### src/rtl/ptw_pkg.sv
package ptw_pkg;
   // status bit positions inside a table entry
   localparam int unsigned PTE_VALID_BIT = 0;
   localparam int unsigned PTE_REF_BIT   = 1;
   localparam int unsigned PTE_MOD_BIT   = 2;
   localparam int unsigned PTE_FLAG_W    = 3;
   // log2 of the entry size in bytes
   localparam int unsigned PTE_SIZE_LOG2 = 2;

   typedef enum logic [2:0] {
      WALK_IDLE  = 3'd0,
      WALK_L1    = 3'd1,
      WALK_L2    = 3'd2,
      WALK_UPD   = 3'd3,
      WALK_DONE  = 3'd4,
      WALK_FAULT = 3'd5
   } walk_state_e;
endpackage

### src/rtl/ptw_addr_gen.sv
module ptw_addr_gen #(
   parameter int AW       = 32,
   parameter int OFF_W    = 12,
   parameter int IDX_W    = 10,
   parameter int ESZ_LOG2 = 2
) (
   input  logic [AW-OFF_W-1:0] table_frame,
   input  logic [IDX_W-1:0]    index,
   output logic [AW-1:0]       entry_addr
);
   localparam int PAD_W = OFF_W - IDX_W - ESZ_LOG2;

   generate
      if (PAD_W > 0) begin : g_pad
         assign entry_addr = {table_frame, {PAD_W{1'b0}}, index, {ESZ_LOG2{1'b0}}};
      end else begin : g_nopad
         assign entry_addr = {table_frame, index, {ESZ_LOG2{1'b0}}};
      end
   endgenerate
endmodule

### src/rtl/ptw_pte_eval.sv
module ptw_pte_eval
   import ptw_pkg::*;
#(
   parameter int unsigned EW        = 32,
   parameter bit          STATUS_WB = 1'b1
) (
   input  logic [EW-1:0] entry_in,
   input  logic          is_write,
   output logic          present,
   output logic [EW-1:0] entry_out,
   output logic          wb_needed
);
   assign present = entry_in[PTE_VALID_BIT];

   generate
      if (STATUS_WB) begin : g_track
         logic [EW-1:0] set_mask;
         always_comb begin
            set_mask              = '0;
            set_mask[PTE_REF_BIT] = 1'b1;
            set_mask[PTE_MOD_BIT] = is_write;
         end
         assign entry_out = entry_in | set_mask;
         assign wb_needed = present && (entry_out != entry_in);
      end else begin : g_readonly
         logic unused_is_write;
         assign unused_is_write = is_write;
         assign entry_out       = entry_in;
         assign wb_needed       = 1'b0;
      end
   endgenerate
endmodule

### src/rtl/ptw_ctrl.sv
module ptw_ctrl
   import ptw_pkg::*;
(
   input  logic        clk,
   input  logic        rst_n,
   input  logic        req_fire,
   input  logic        rd_valid,
   input  logic        wr_ack,
   input  logic        entry_present,
   input  logic        wb_needed,
   output walk_state_e state
);
   walk_state_e state_nxt;

   always_comb begin
      state_nxt = state;
      unique case (state)
         WALK_IDLE:  if (req_fire) state_nxt = WALK_L1;
         WALK_L1:    if (rd_valid) state_nxt = entry_present ? WALK_L2 : WALK_FAULT;
         WALK_L2: begin
            if (rd_valid) begin
               if (!entry_present)  state_nxt = WALK_FAULT;
               else if (wb_needed)  state_nxt = WALK_UPD;
               else                 state_nxt = WALK_DONE;
            end
         end
         WALK_UPD:   if (wr_ack) state_nxt = WALK_DONE;
         WALK_DONE:  state_nxt = WALK_IDLE;
         WALK_FAULT: state_nxt = WALK_IDLE;
         default:    state_nxt = WALK_IDLE;
      endcase
   end

   always_ff @(posedge clk or negedge rst_n) begin
      if (!rst_n) state <= WALK_IDLE;
      else        state <= state_nxt;
   end

   // a walk never sits in a terminal state for more than one cycle
   assert_term_leaves_R9: assert property (@(posedge clk) disable iff (!rst_n)
      (state == WALK_DONE || state == WALK_FAULT) |=> (state == WALK_IDLE));
endmodule

### src/rtl/ptw_walker.sv
module ptw_walker
   import ptw_pkg::*;
#(
   parameter int unsigned VA_W      = 32,
   parameter int unsigned PA_W      = 32,
   parameter int unsigned OFF_W     = 12,
   parameter int unsigned IDX_W     = 10,
   parameter bit          STATUS_WB = 1'b1
) (
   input  logic                  clk,
   input  logic                  rst_n,
   input  logic                  req_valid,
   output logic                  req_ready,
   input  logic [VA_W-1:0]       req_va,
   input  logic                  req_write,
   input  logic [PA_W-1:0]       root_base,
   output logic                  mem_rd_req,
   output logic [PA_W-1:0]       mem_rd_addr,
   input  logic                  mem_rd_valid,
   input  logic [PA_W-1:0]       mem_rd_data,
   output logic                  mem_wr_req,
   output logic [PA_W-1:0]       mem_wr_addr,
   output logic [PA_W-1:0]       mem_wr_data,
   input  logic                  mem_wr_ack,
   output logic                  done,
   output logic                  fault,
   output logic                  fault_level,
   output logic [PA_W-1:0]       pa,
   output logic [PTE_FLAG_W-1:0] flags
);
   localparam int unsigned FRAME_W = PA_W - OFF_W;
   localparam int unsigned HI_LSB  = OFF_W + IDX_W;

   // elaboration-time parameter checks
   generate
      if (VA_W != OFF_W + 2 * IDX_W) begin : g_bad_split
         $error("ptw_walker: VA_W must equal OFF_W + 2*IDX_W");
      end
      if (OFF_W < IDX_W + PTE_SIZE_LOG2) begin : g_bad_table
         $error("ptw_walker: a table must fit inside one page");
      end
      if (OFF_W <= PTE_MOD_BIT) begin : g_bad_flags
         $error("ptw_walker: status bits must sit below the frame field");
      end
      if (PA_W <= OFF_W) begin : g_bad_pa
         $error("ptw_walker: PA_W must exceed OFF_W");
      end
   endgenerate

   walk_state_e        st;
   logic [VA_W-1:0]    va_q;
   logic               wr_q;
   logic [FRAME_W-1:0] root_frame_q;
   logic [FRAME_W-1:0] l2_frame_q;
   logic [PA_W-1:0]    leaf_q;
   logic               lvl_q;

   logic               req_fire;
   logic               ent_present;
   logic               ent_wb;
   logic [PA_W-1:0]    ent_next;
   logic [PA_W-1:0]    l1_addr;
   logic [PA_W-1:0]    l2_addr;

   logic unused_root_low;
   assign unused_root_low = ^root_base[OFF_W-1:0];

   assign req_ready = (st == WALK_IDLE);
   assign req_fire  = req_valid && req_ready;

   ptw_ctrl u_ctrl (
      .clk           (clk),
      .rst_n         (rst_n),
      .req_fire      (req_fire),
      .rd_valid      (mem_rd_valid),
      .wr_ack        (mem_wr_ack),
      .entry_present (ent_present),
      .wb_needed     (ent_wb),
      .state         (st)
   );

   ptw_addr_gen #(
      .AW(PA_W), .OFF_W(OFF_W), .IDX_W(IDX_W), .ESZ_LOG2(PTE_SIZE_LOG2)
   ) u_l1_addr (
      .table_frame (root_frame_q),
      .index       (va_q[HI_LSB +: IDX_W]),
      .entry_addr  (l1_addr)
   );

   ptw_addr_gen #(
      .AW(PA_W), .OFF_W(OFF_W), .IDX_W(IDX_W), .ESZ_LOG2(PTE_SIZE_LOG2)
   ) u_l2_addr (
      .table_frame (l2_frame_q),
      .index       (va_q[OFF_W +: IDX_W]),
      .entry_addr  (l2_addr)
   );

   ptw_pte_eval #(
      .EW(PA_W), .STATUS_WB(STATUS_WB)
   ) u_eval (
      .entry_in  (mem_rd_data),
      .is_write  (wr_q),
      .present   (ent_present),
      .entry_out (ent_next),
      .wb_needed (ent_wb)
   );

   always_ff @(posedge clk or negedge rst_n) begin
      if (!rst_n) begin
         va_q         <= '0;
         wr_q         <= 1'b0;
         root_frame_q <= '0;
         l2_frame_q   <= '0;
         leaf_q       <= '0;
         lvl_q        <= 1'b0;
      end else begin
         if (req_fire) begin
            va_q         <= req_va;
            wr_q         <= req_write;
            root_frame_q <= root_base[PA_W-1:OFF_W];
         end
         if (st == WALK_L1 && mem_rd_valid) begin
            l2_frame_q <= mem_rd_data[PA_W-1:OFF_W];
            lvl_q      <= 1'b0;
         end
         if (st == WALK_L2 && mem_rd_valid) begin
            leaf_q <= ent_next;
            lvl_q  <= 1'b1;
         end
      end
   end

   assign mem_rd_req  = (st == WALK_L1) || (st == WALK_L2);
   assign mem_rd_addr = (st == WALK_L1) ? l1_addr : l2_addr;
   assign mem_wr_req  = (st == WALK_UPD);
   assign mem_wr_addr = l2_addr;
   assign mem_wr_data = leaf_q;

   assign done        = (st == WALK_DONE) || (st == WALK_FAULT);
   assign fault       = (st == WALK_FAULT);
   assign fault_level = (st == WALK_FAULT) && lvl_q;
   assign pa          = (st == WALK_DONE) ? {leaf_q[PA_W-1:OFF_W], va_q[OFF_W-1:0]} : '0;
   assign flags       = (st == WALK_DONE) ? leaf_q[PTE_FLAG_W-1:0] : '0;

   // a taken request makes the walker busy on the next cycle
   assert_busy_after_accept_R1: assert property (@(posedge clk) disable iff (!rst_n)
      (req_valid && req_ready) |=> !req_ready);

   // a pending read keeps its address until served
   assert_rd_hold_R10: assert property (@(posedge clk) disable iff (!rst_n)
      (mem_rd_req && !mem_rd_valid) |=> (mem_rd_req && $stable(mem_rd_addr)));

   // a pending write keeps address and data until acknowledged
   assert_wr_hold_R10: assert property (@(posedge clk) disable iff (!rst_n)
      (mem_wr_req && !mem_wr_ack) |=> (mem_wr_req && $stable(mem_wr_data) && $stable(mem_wr_addr)));

   // read and write port never both requested
   assert_one_port_R10: assert property (@(posedge clk) disable iff (!rst_n)
      !(mem_rd_req && mem_wr_req));

   // completion is a single-cycle pulse
   assert_done_pulse_R9: assert property (@(posedge clk) disable iff (!rst_n)
      done |=> !done);

   // a fault carries no physical address
   assert_fault_no_pa_R5: assert property (@(posedge clk) disable iff (!rst_n)
      (done && fault) |-> (pa == '0));

   // a written-back entry always has its referenced bit set
   assert_wb_ref_R7: assert property (@(posedge clk) disable iff (!rst_n)
      mem_wr_req |-> mem_wr_data[PTE_REF_BIT]);

   // a successful walk reports a valid, referenced leaf
   assert_hit_flags_R4: assert property (@(posedge clk) disable iff (!rst_n)
      (done && !fault) |-> (flags[PTE_VALID_BIT] && (flags[PTE_REF_BIT] || !STATUS_WB)));
endmodule

### config.mk
export PLATFORM = sky130hd
export DESIGN_NAME = ptw_walker
export DESIGN_NICKNAME = d
export VERILOG_FILES = /design/src/rtl/ptw_pkg.sv /design/src/rtl/ptw_addr_gen.sv /design/src/rtl/ptw_pte_eval.sv /design/src/rtl/ptw_ctrl.sv /design/src/rtl/ptw_walker.sv
export SDC_FILE = /design/constraint.sdc
export NUM_CORES = 1
export LEC_CHECK = 0
export CAP_MARGIN = 15
export CORE_MARGIN = 2
export CORE_UTILIZATION = 50
export DETAILED_ROUTE_END_ITERATION = 10
export DONT_BUFFER_PORTS = 1
export PLACE_DENSITY = 0.65
export SETUP_SLACK_MARGIN = 0.1
export SYNTH_ARGS = -nofsm -noshare
export SYNTH_HDL_FRONTEND = slang
export SYNTH_HIERARCHICAL = 1
export SYNTH_SLANG_ARGS = --single-unit
### constraint.sdc
create_clock -name clk -period 4.1 [get_ports clk]
set_input_delay 0.615 -clock clk [delete_from_list [all_inputs] [get_ports clk]]
set_output_delay 0.615 -clock clk [all_outputs]
set_load 0.05 [all_outputs]
==> out/metrics.yaml <==
setup_path:
  cp_max_fo: 35
  path_class: "flip-flop to output pin"
  end_kind: "output pin"
  crit_arrival_ps: 2630
  regToRegSetupSlack_ps: 1530
  regToRegEndpoint: "root_frame_q[1]$_DFFE_PN0P_"
  worstPathRequired_ps: 3480
  rr_startpoint: "u_ctrl/state[1]$_DFFE_PN0P_"
  critical_path.startpoint_type: "flip-flop"
  r2r_cells: 4
synthesis:
  netlist_area_um2: 5730
  ys_seq_area_frac: 0.476
  syn_inst: 443
  yosys_warnings: 6
  synth-seq-cells: 109
  syn_area_per_cell_um2: 12.9
  ys_types: 33
placement:
  dpl-instance-area_um2: 5080
  gp_congestion: 0.769
  io_buffers: 0
  dp_hpwl_um: 6860
floorplanning:
  core_um2: 11300
  initial_utilization: 0.506
  io_pins: 239
  die_area_um2: 12300
  die_height_um: 111
  die_x_um: 111
  rows: 39
sta:
  fin_setup_tns_ps: 0
  slew_violations: 0
  setup_violations: 0
  worst_slew_pin_slew_ps: 980
  hold_viol: 0
  fin_hold_ws_ps: 207
  max_freq_ghz: 0.308
  rsz0062_at_grt: "no"
  slew_headroom: 0.346
  clock_skew_ps: 4.37
  layout_min_cycle_time_ps: 3250
  finalCritPeriodShare: 0.792
routing:
  dr_total_vias: 2784
  drtIter0Drc: 115
  drc: 0
  drtAntennaViolNets: 0
  post_drt_wl_per_cell_um: 21.1
  drtPass1Iterations: 4
  drt_wl_total_um: 10300
  via_per_inst: 5.69
finish:
  multiInputGateArea_um2: 2100
  syn2layout_area_growth_pct: -5.92
  fin_nets: 445
  final_common_cell: "dfrtp_1"
  fin_area_um2: 5390
  fillers: 1006
  num_antenna_cells: 0
  seqCellArea_um2: 2730
  drive_gt1_frac: 0.396
  layout_common_cells: "dfrtp_1 (109), mux2_2 (100), and3_1 (36), mux2_1 (27), mux2_4 (11)"
clock_tree:
  cts.root.buffer_cell: "clkbuf_16"
  cts_sinks: 109
  cts_tree: "done"
  cts_setup_buffers: 0
  clk_pin_slew_ps: 60
  cts_buffer_depth: 2
  numCtsBuffers: 9
  worstSkewPairLatency_ps: 350
  cts_max_level: 3
worst_hold_path:
  min_path_type: "input pin to asynchronous set/reset pin"
global_route:
  grt_pass1_vias: 2895
  grt_max_degree: 110
  antenna_found_initial: 0
  grt_overflow: 0
  track_usage: 0.169
  grt_first_pass_wirelength_um: 16100
run:
  cap_violations: 0
status:
  status: "finished, final reports clean"
-- cell usage after synthesis --
cell	n	share of area
nor2_1	3	0.0020
nand4b_1	1	0.0015
nor2b_1	1	0.0011
dfrtp_1	109	0.48
mux2_1	27	0.053
and3_1	36	0.039
nand2_2	1	0.0011
nor3_4	1	0.0028
o41ai_1	1	0.0015
nor3b_4	1	0.0033
a221oi_2	1	0.0026
and2_1	3	0.0033
a21boi_1	1	0.0013
nor4b_4	1	0.0041
buf_2	3	0.0026
clkbuf_1	7	0.0046
mux2_4	11	0.029
xnor2_1	1	0.0015
buf_4	101	0.13
mux2_2	100	0.20
or2_1	1	0.0011
a21oi_1	1	0.00087
o21ai_0	1	0.00087
mux2i_1	1	0.0017
nand2b_1	3	0.0033
a32o_1	1	0.0017
a221oi_1	1	0.0015
nand3b_1	2	0.0026
nand3_1	1	0.00087
nand2_1	5	0.0033
inv_1	4	0.0026
buf_6	9	0.018
conb_1	3	0.0020
-- logic make-up after synthesis --
group           synth area share
mux                        0.280
buf+inv                    0.160
flops                      0.476
simple gates              0.0697
compound gates            0.0105
other cells              0.00197
xor+xnor                 0.00153
-- metal layers --
| metal | GRT usage | up-vias | share of wire |
|---|---|---|---|
| li1 | - | 1228 | - |
| met1 | 0.207 | 1409 | 0.41 |
| met2 | 0.271 | 133 | 0.49 |
| met3 | 0.0607 | 14 | 0.085 |
| met4 | 0.0749 | 0 | 0.019 |
| met5 | 0 | - | 0 |
-- how the worst max path moves through the flow --
stage / startpoint / end / slack (ps) / depth (start not counted)
floorplan: u_ctrl/state[1]$_DFFE_PN0P_ / pa[16] / 1580 / 4
global placement: u_ctrl/state[2]$_DFFE_PN0P_ / pa[17] / 1270 / 3
detailed placement: u_ctrl/state[2]$_DFFE_PN0P_ / pa[19] / 1240 / 3
CTS: u_ctrl/state[2]$_DFFE_PN0P_ / pa[19] / 850 / 3
global route: u_ctrl/state[2]$_DFFE_PN0P_ / pa[19] / 720 / 3
finish: u_ctrl/state[2]$_DFFE_PN0P_ / pa[19] / 850 / 3
-- stage by stage --
step | util | worst slack, ps | instances
CTS | 0.476 | 853 | 489
detailed placement | 0.449 | 1240 | 474
finish | 0.476 | 852 | 489
floorplan | - | 1580 | 445
global route | 0.476 | 719 | 489
global placement | 0.449 | 1270 | 474
-- what timing repair did --
action	4_1_cts	5_1_grt
hold buffers	1	0
endpoints found under the setup margin	0	0
resized for setup	0	0
endpoints found under the hold margin	109	0
-- flip-flops by register name, summed over array words and instances, names as in the netlist --
register,flops
mem_wr_data,32
va_q,32
l2_frame_q,20
root_frame_q,20
u_ctrl/state,3
lvl_q,1
wr_q,1
-- layout make-up --
cell class,instances,area share
multi-input combinational,212,0.390
clock inverter,2,0.00650
sequential,109,0.506
tap,143,0.0332
timing repair buffer,7,0.0158
inverter,4,0.00279
clock buffer,12,0.0457
-- critical path, cell delays in order, from the launching register on --
cell and delay, ps:
dfrtp_1 670, nor2b_4 770, buf_4 340, and3_1 500
Power is not shown: default switching activity piles up to over one toggle a cycle in this logic, so the estimate is an artifact.
